===== src/rtl/fbg_pkg.sv =====
package fbg_pkg;

    typedef enum logic [1:0] {
        SEL_IR_CNT  = 2'd0,
        SEL_IR_FRAC = 2'd1,
        SEL_UA_CNT  = 2'd2,
        SEL_UA_FRAC = 2'd3
    } sel_e;

    localparam int FRAC_W = 4;
    localparam int IR_CNT_W = 4;

    typedef struct packed {
        logic [FRAC_W-1:0]   frac;
        logic [IR_CNT_W-1:0] cnt;
    } ir_cfg_t;

    function automatic logic frac_carry(input logic [FRAC_W-1:0] acc,
                                        input logic [FRAC_W-1:0] frac);
        logic [FRAC_W:0] sum;
        sum = {1'b0, acc} + {1'b0, frac};
        return sum[FRAC_W];
    endfunction

endpackage


===== src/rtl/fbg_regs.sv =====
module fbg_regs
    import fbg_pkg::*;
#(
    parameter int DATA_W   = 8,
    parameter int UA_CNT_W = 8
) (
    input  logic                clk,
    input  logic                rst,
    input  logic                wr_en,
    input  logic [1:0]          wr_sel,
    input  logic [DATA_W-1:0]   wr_data,
    output ir_cfg_t             ir_cfg,
    output logic [UA_CNT_W-1:0] ua_cnt,
    output logic [FRAC_W-1:0]   ua_frac,
    output logic                ir_restart,
    output logic                ua_restart
);
    sel_e sel;
    assign sel = sel_e'(wr_sel);

    always_ff @(posedge clk) begin
        if (rst) begin
            ir_cfg     <= '0;
            ua_cnt     <= '0;
            ua_frac    <= '0;
            ir_restart <= 1'b1;
            ua_restart <= 1'b1;
        end else begin
            ir_restart <= wr_en && (sel == SEL_IR_CNT || sel == SEL_IR_FRAC);
            ua_restart <= wr_en && (sel == SEL_UA_CNT || sel == SEL_UA_FRAC);
            if (wr_en) begin
                case (sel)
                    SEL_IR_CNT:  ir_cfg.cnt  <= wr_data[IR_CNT_W-1:0];
                    SEL_IR_FRAC: ir_cfg.frac <= wr_data[7:4];
                    SEL_UA_CNT:  ua_cnt      <= wr_data[UA_CNT_W-1:0];
                    SEL_UA_FRAC: ua_frac     <= wr_data[7:4];
                    default: ;
                endcase
            end
        end
    end
endmodule


===== src/rtl/fbg_chan.sv =====
module fbg_chan
    import fbg_pkg::*;
#(
    parameter int CNT_W = 4,
    parameter int SCALE = 1
) (
    input  logic              clk,
    input  logic              rst,
    input  logic              restart,
    input  logic              enable,
    input  logic [CNT_W-1:0]  cnt_reg,
    input  logic [FRAC_W-1:0] frac,
    output logic              tick
);
    localparam int SH     = $clog2(SCALE);
    localparam int BASE_W = CNT_W + 1 + SH;

    logic [BASE_W-1:0] base;
    logic [BASE_W-1:0] cnt;
    logic [FRAC_W-1:0] acc;
    logic [FRAC_W-1:0] acc_nx;
    logic              stretch;

    always_comb begin
        base    = (BASE_W'(cnt_reg) + BASE_W'(1)) << SH;
        acc_nx  = acc + frac;
        stretch = frac_carry(acc_nx, frac);
    end

    always_ff @(posedge clk) begin
        if (rst || restart || !enable) begin
            cnt <= base - BASE_W'(1);
            acc <= '0;
        end else if (cnt == '0) begin
            acc <= acc_nx;
            cnt <= base + BASE_W'(stretch) - BASE_W'(1);
        end else begin
            cnt <= cnt - BASE_W'(1);
        end
    end

    assign tick = enable && !restart && (cnt == '0);
endmodule


===== src/rtl/fbg_top.sv =====
module fbg_top
    import fbg_pkg::*;
#(
    parameter int DATA_W   = 8,
    parameter int UA_CNT_W = 8,
    parameter int UA_SCALE = 16
) (
    input  logic              clk,
    input  logic              rst,
    input  logic              wr_en,
    input  logic [1:0]        wr_sel,
    input  logic [DATA_W-1:0] wr_data,
    output logic              ir_tick,
    output logic              uart_tick,
    output logic              ir_cfg_err
);
    ir_cfg_t             ir_cfg;
    logic [UA_CNT_W-1:0] ua_cnt;
    logic [FRAC_W-1:0]   ua_frac;
    logic                ir_restart;
    logic                ua_restart;

    fbg_regs #(.DATA_W(DATA_W), .UA_CNT_W(UA_CNT_W)) u_regs (
        .clk(clk), .rst(rst), .wr_en(wr_en), .wr_sel(wr_sel), .wr_data(wr_data),
        .ir_cfg(ir_cfg), .ua_cnt(ua_cnt), .ua_frac(ua_frac),
        .ir_restart(ir_restart), .ua_restart(ua_restart)
    );

    assign ir_cfg_err = (ir_cfg.cnt == '0);

    fbg_chan #(.CNT_W(IR_CNT_W), .SCALE(1)) u_ir (
        .clk(clk), .rst(rst), .restart(ir_restart), .enable(!ir_cfg_err),
        .cnt_reg(ir_cfg.cnt), .frac(ir_cfg.frac), .tick(ir_tick)
    );

    fbg_chan #(.CNT_W(UA_CNT_W), .SCALE(UA_SCALE)) u_ua (
        .clk(clk), .rst(rst), .restart(ua_restart), .enable(1'b1),
        .cnt_reg(ua_cnt), .frac(ua_frac), .tick(uart_tick)
    );
endmodule


===== config.mk =====
export PLATFORM = sky130hd
export DESIGN_NAME = fbg_top
export DESIGN_NICKNAME = d
export VERILOG_FILES = /design/src/rtl/fbg_pkg.sv /design/src/rtl/fbg_regs.sv /design/src/rtl/fbg_chan.sv /design/src/rtl/fbg_top.sv
export SDC_FILE = /design/constraint.sdc
export NUM_CORES = 1
export LEC_CHECK = 0
export BUFFER_PORTS_ARGS = -buffer_cell sky130_fd_sc_hd__buf_2
export CORE_AREA = 2 2 77 79
export CTS_BUF_LIST = sky130_fd_sc_hd__clkbuf_8 sky130_fd_sc_hd__clkbuf_16
export DETAILED_ROUTE_END_ITERATION = 10
export DIE_AREA = 0 0 79 81
export PLACE_DENSITY = 0.73
export SLEW_MARGIN = 10
export SYNTH_ARGS = -nofsm -noshare
export SYNTH_HDL_FRONTEND = slang
export SYNTH_SLANG_ARGS = --single-unit

===== constraint.sdc =====
create_clock -name clk -period 3.38 [get_ports clk]
set_input_delay 0.169 -clock clk [delete_from_list [all_inputs] [get_ports clk]]
set_output_delay 0.169 -clock clk [all_outputs]
set_load 0.05 [all_outputs]

==> out/results.ini, run 1 <==
[drt]
drtIter0Drc = 121
drc = 0
wl_per_cell_um = 14.3
drtAntennaViolNets = 0
viasPerCell = 5.78
route.vias.total = 2577
firstDrtPassIters = 4
wirelength_um = 6400

[critical_path]
crit_arrival_ns = 3.27
timing.critical_path.cells = ha_1 > fa_1 > ha_1 > a21o_1 > a21o_1 > a21oi_1 > ha_1 > ha_1 > nand3_1 > o2111a_1 > o21ai_0 > a21oi_1 > a41o_1
required_ns = 3.58
critical_path_class = reg2reg
slowest_stage = fa_1
crit_fanout = 4
critPathCaptureType = flop
cp_slowest_stage_delay_ns = 0.47
startpoint_type = flop
r2r_cells = 13
cpMostUsedCell = ha_1

[yosys]
yosys-top-cells-area = dfxtp_1 32%, ha_1 9.4%, mux2i_1 5.6%
syn_inst = 369
synth_seq_cells = 48
synth_top_area_share_pct = 31.6
syn-num-nets = 407
ys_warn_count = 0
synth_top_flop_cell = dfxtp_1
async_flop_share_pct = 0
synth-seq-area-share_pct = 31.6
synth-edff-count = 0
synth.distinct_cells = 53
yosys.area.top_type = dfxtp_1
synth_area_per_cell_um2 = 8.25
syn-cell-area_mm2 = 0.00305

[cts]
ctsResizeCount = 0
post_cts_buffers = 0
hold_buffers = 0
htreeDepth = 2
cts_root_buffer = clkbuf_8
clock_sinks = 48
clk_pin_slew_ns = 0.10
cts_tree = yes
clock_latency_ns = 0.31
clk_path_buf_depth = 2
numCtsBuffers = 5

[sta]
fin_crit_sh_pct = 90.9
hold_violations = 0
rsz0062_at_grt = false
slew_headroom_pct = 47.4
finClkSkew_ns = 0.0122
finalCriticalPeriod_ns = 3.07
tns_ns = 0
clock.fmax_mhz = 326
setup_viol = 0
maxSlewViolCount = 0
worst_pin_slew_ns = 0.787

[power_and_ir_drop]
p_switching_mw = 0.342
p_seq_share_pct = 47.5
p_per_area_mw_per_mm2 = 395
intPower_mw = 0.954
p_leak_nw = 1.40
vdd_drop_max_uv = 227
total_power_mw = 1.30
switching_share_pct = 26.4
combPwrFrac_pct = 13.2
pwr-share-clk_pct = 39.3

[floorplanning]
fp.dieH_um = 81
initial_core_util_pct = 53.7
num_rows = 28
die_w_um = 79
core_area_mm2 = 0.00568
ioPinCount = 16
die-area_mm2 = 0.00640

[cells_and_area]
synthToLayoutAreaGrowth_pct = 7.60
nFillCells = 535
nNetsFinal = 408
multiInputGateArea_mm2 = 0.00194
final_core_util_pct = 57.7
final_common_cell = dfxtp_1
mostFrequentLayoutCells = 48 x dfxtp_1, 32 x nand2_1, 31 x nor2_1, 30 x a21oi_1, 23 x ha_1
design_area_mm2 = 0.00328
finalNonFillerCells = 446
largest_reg_flops = 13
seq_area_um2 = 961
num_antenna_cells = 0
drive_gt1_share_pct = 10.2

[hold_path]
whs_path_depth = 3
min_path_type = in2reg

[place]
placed_cells = 438
place_area_mm2 = 0.00314
place_hpwl_um = 4860
port-buffer-count = 15
place_congestion = 0.850

[status]
outcome = completed

[global_route]
grt_use_total_pct = 21.6
grt_pass1_wl_um = 11100
first_global_vias = 2411
overflow = 0
grt_max_degree = 28
antenna_found_initial = 0

[flow_run]
max-cap-violations = 0

per-layer routing:
| metal | global-route usage [%] | vias to the layer above | routed length, um | part of all wire [%] |
|---|---|---|---|---|
| met4 | 7.07 | 0 | 146 | 2.3 |
| met1 | 28.0 | 1202 | 2990 | 47 |
| met2 | 36.8 | 44 | 3080 | 48 |
| li1 | - | 1316 | - | - |
| met3 | 3.44 | 15 | 178 | 2.8 |
| met5 | 0 | - | 0 | 0 |
cells in the mapped netlist, types with 5 or more instances:
| library cell | number |
|---|---|
| dfxtp_1 | 48 |
| nand2_1 | 32 |
| nor2_1 | 31 |
| a21oi_1 | 30 |
| ha_1 | 23 |
| clkbuf_1 | 20 |
| o21ai_0 | 18 |
| mux2i_1 | 17 |
| xor2_1 | 16 |
| inv_1 | 15 |
| xnor2_1 | 14 |
| nor3_1 | 13 |
| nand3_1 | 10 |
| nand4_1 | 6 |
| nor4_1 | 6 |
| a211oi_1 | 5 |
| a21o_1 | 5 |
cell families after synthesis:
| family | share of synthesized area, % |
|---|---|
| mux | 5.59 |
| fa+ha+maj | 10.8 |
| flops | 31.6 |
| simple gates | 21.7 |
| xor+xnor | 8.63 |
| buf+inv | 5.01 |
| compound gates | 16.8 |
metrics by stage:
stage,worst slack (ns),hold WS (ns)
floorplan,0.567,0.305
global placement,0.450,0.427
detailed placement,0.325,0.436
CTS,0.302,0.111
global route,0.00409,0.117
finish,0.308,0.113
critical path: cells and delay by family, from the launching register on:
| kind | cells | cell delay [ns] |
|---|---|---|
| flops | 1 | 0.34 |
| fa+ha+maj | 5 | 1.43 |
| compound gates | 7 | 1.10 |
| simple gates | 1 | 0.10 |
layout make-up:
class | count | share of cell area, %
clock buffer | 5 | 2.10
clock inverter | 3 | 2.10
inverter | 15 | 1.72
multi-input combinational | 283 | 59.1
sequential | 48 | 29.3
tap | 75 | 2.86
timing repair buffer | 17 | 2.75
path summary, 6_finish.rpt:
path / startpoint / to / slack (ns)
max: u_regs.ir_cfg[4] / u_ir.cnt[4] / 0.31
min: wr_data[2] / u_regs.ir_cfg[2] / 0.11
max reg2reg: u_regs.ir_cfg[4] / u_ir.cnt[4] / 0.31
min reg2reg: u_ua.acc[2] / u_ua.acc[2] / 0.49
power by group through the flow:
stage               logic, mW  registers [mW]  clock network (mW)
finish                  0.171           0.616               0.509
global route            0.191           0.620               0.542
CTS                     0.171           0.615               0.516
detailed placement      0.170           0.629                   0
global placement        0.167           0.628                   0
floorplan               0.139           0.617                   0
Note: power is estimated with default switching activity, not from simulation.
==> inputs of run 2 (changes only) <==
--- a/config.mk
+++ b/config.mk
@@ -6,11 +6,12 @@
 export NUM_CORES = 1
 export LEC_CHECK = 0
 export BUFFER_PORTS_ARGS = -buffer_cell sky130_fd_sc_hd__buf_2
-export CORE_AREA = 2 2 77 79
+export CORE_AREA = 2 2 74 76
 export CTS_BUF_LIST = sky130_fd_sc_hd__clkbuf_8 sky130_fd_sc_hd__clkbuf_16
 export DETAILED_ROUTE_END_ITERATION = 10
-export DIE_AREA = 0 0 79 81
-export PLACE_DENSITY = 0.73
+export DIE_AREA = 0 0 76 78
+export GPL_ROUTABILITY_DRIVEN = 0
+export PLACE_DENSITY = 0.78
 export SLEW_MARGIN = 10
 export SYNTH_ARGS = -nofsm -noshare
 export SYNTH_HDL_FRONTEND = slang
==> run 2 against run 1 <==
Critical path depth fell by 2. Non-clock buffer count did not move. Worst hold slack got worse by 0.0038 ns. Critical endpoint is now u_ir.cnt[3]. Count of clock-buffer cells in the layout unchanged. Sequential share of layout area increased by 0.29 points.
==> out/results.ini, run 2 (same netlist as run 1, synthesis figures left out) <==
[drt]
drtAntennaViolNets = 0  ; unchanged
drc = 0  ; unchanged
wirelength_um = 6640  ; +3.8%
drtIter0Drc = 287  ; +140%
route.vias.total = 2684  ; +4.2%
viasPerCell = 6.09  ; +5.3%
firstDrtPassIters = 5  ; +1
wl_per_cell_um = 15.1  ; +5.0%

[critical_path]
crit_fanout = 3  ; -1
crit_arrival_ns = 3.34  ; +0.07 ns
critical_path_class = reg2reg
startpoint_type = flop
required_ns = 3.57  ; about the same
critPathCaptureType = flop

[global_route]
grt_use_total_pct = 24.1  ; +2.5 points
overflow = 0  ; unchanged
grt_pass1_wl_um = 11700  ; +5.8%
antenna_found_initial = 0  ; unchanged
first_global_vias = 2532  ; +5.0%
grt_max_degree = 28  ; unchanged

[sta]
clock.fmax_mhz = 317  ; -2.5%
finalCriticalPeriod_ns = 3.15  ; +0.0779 ns
tns_ns = 0  ; unchanged
rsz0062_at_grt = false
hold_violations = 0  ; unchanged
worst_pin_slew_ns = 0.830  ; +0.0437 ns
slew_headroom_pct = 44.4  ; -2.9 points
setup_viol = 0  ; unchanged
fin_crit_sh_pct = 93.2  ; +2.3 points
finClkSkew_ns = 0.0147  ; +0.00243 ns
maxSlewViolCount = 0  ; unchanged

[cells_and_area]
seq_area_um2 = 961  ; unchanged
nNetsFinal = 408  ; unchanged
mostFrequentLayoutCells = 48 x dfxtp_1, 32 x nand2_1, 31 x nor2_1, 30 x a21oi_1, 23 x ha_1
drive_gt1_share_pct = 10.2  ; unchanged
num_antenna_cells = 0  ; unchanged
final_common_cell = dfxtp_1
largest_reg_flops = 13  ; unchanged
multiInputGateArea_mm2 = 0.00194  ; unchanged
nFillCells = 417  ; -22%
synthToLayoutAreaGrowth_pct = 6.53

[floorplanning]
num_rows = 26  ; -7.1%
fp.dieH_um = 78  ; -3.7%
ioPinCount = 16  ; unchanged
die-area_mm2 = 0.00593  ; -7.4%
die_w_um = 76  ; -3.8%
core_area_mm2 = 0.00504  ; -11%
initial_core_util_pct = 60.4  ; +6.7 points

[power_and_ir_drop]
switching_share_pct = 27.7  ; +1.4 points
p_seq_share_pct = 50.8  ; +3.3 points
p_switching_mw = 0.336  ; -1.6%
total_power_mw = 1.21  ; -6.5%
vdd_drop_max_uv = 291  ; +28%
p_per_area_mw_per_mm2 = 374  ; -5.5%
pwr-share-clk_pct = 34.7  ; -4.6 points
intPower_mw = 0.876  ; -8.2%
p_leak_nw = 1.39  ; -1.1%
combPwrFrac_pct = 14.4  ; +1.2 points

[cts]
hold_buffers = 0  ; unchanged
cts_tree = yes
htreeDepth = 2  ; unchanged
clock_sinks = 48  ; unchanged
ctsResizeCount = 0  ; unchanged
clock_latency_ns = 0.30  ; about the same
clk_path_buf_depth = 2  ; unchanged
clk_pin_slew_ns = 0.09  ; about the same
cts_root_buffer = clkbuf_8
numCtsBuffers = 5  ; unchanged
post_cts_buffers = 0  ; unchanged

[place]
port-buffer-count = 15  ; unchanged
place_hpwl_um = 4800  ; -1.3%

[status]
outcome = completed

[hold_path]
min_path_type = in2reg

[flow_run]
max-cap-violations = 0  ; unchanged

run 2: changes by cell type in the layout (fill, tap and decap cells not counted), sizes merged:
cell / change
inv: -1
bufinv: -1
clkinv: +1
clkinvlp: +1
run 2: power groups by stage:
stage	Clock [mW]	Sequential (mW)	Combinational, mW
6_report	0.421	0.616	0.175
5_1_grt	0.445	0.620	0.197
4_1_cts	0.425	0.616	0.174
3_5_place_dp	0	0.629	0.172
3_3_place_gp	0	0.628	0.170
2_1_floorplan	0	0.617	0.139
run 2: critical path, stage by stage, from the launching register on:
cell       delay, ns
dfxtp_1         0.34
ha_1            0.23
fa_1            0.46
ha_1            0.29
a21o_1          0.15
a21o_1          0.17
a21oi_1         0.21
ha_1            0.23
nor4b_1         0.42
a2111oi_0       0.16
a311oi_1        0.26
o21ai_0         0.11
run 2: worst paths after layout:
path              slack [ns]             start                to  cells past startpoint
setup / recovery        0.23  u_regs.ir_cfg[4]       u_ir.cnt[3]                     11
hold / removal          0.11        wr_data[1]  u_regs.ua_cnt[1]                      3
setup reg to reg        0.23  u_regs.ir_cfg[4]       u_ir.cnt[3]                     11
hold reg to reg         0.48       u_ua.acc[2]       u_ua.acc[2]                      2
run 2: layout make-up:
type                            count  area share (%)
Tap cell                           70            2.70
Clock buffer                        5            2.12
Inverter                           15            1.74
Timing Repair Buffer               17            2.78
Multi-Input combinational cell    283            59.7
Sequential cell                    48            29.6
Clock inverter                      3            1.31
run 2: per-stage QoR:
stage	worst slack [ns]	instances	utilization (%)	hold WS, ns	instance area, um^2
6_report	0.230	441	64.3	0.110	3240
3_5_place_dp	0.311	433	62.1	0.436	3130
5_1_grt	0.0717	441	64.3	0.122	3240
3_3_place_gp	0.352	433	62.1	0.434	3130
4_1_cts	0.229	441	64.3	0.110	3240
2_1_floorplan	0.567	369	-	0.305	3050
run 2: metal layers:
layer  global-route usage [%]  share of wire [%]
met1                     32.1                 46
met2                     41.0                 48
met3                     3.60                4.7
met4                     6.73                1.7
met5                        0                  0
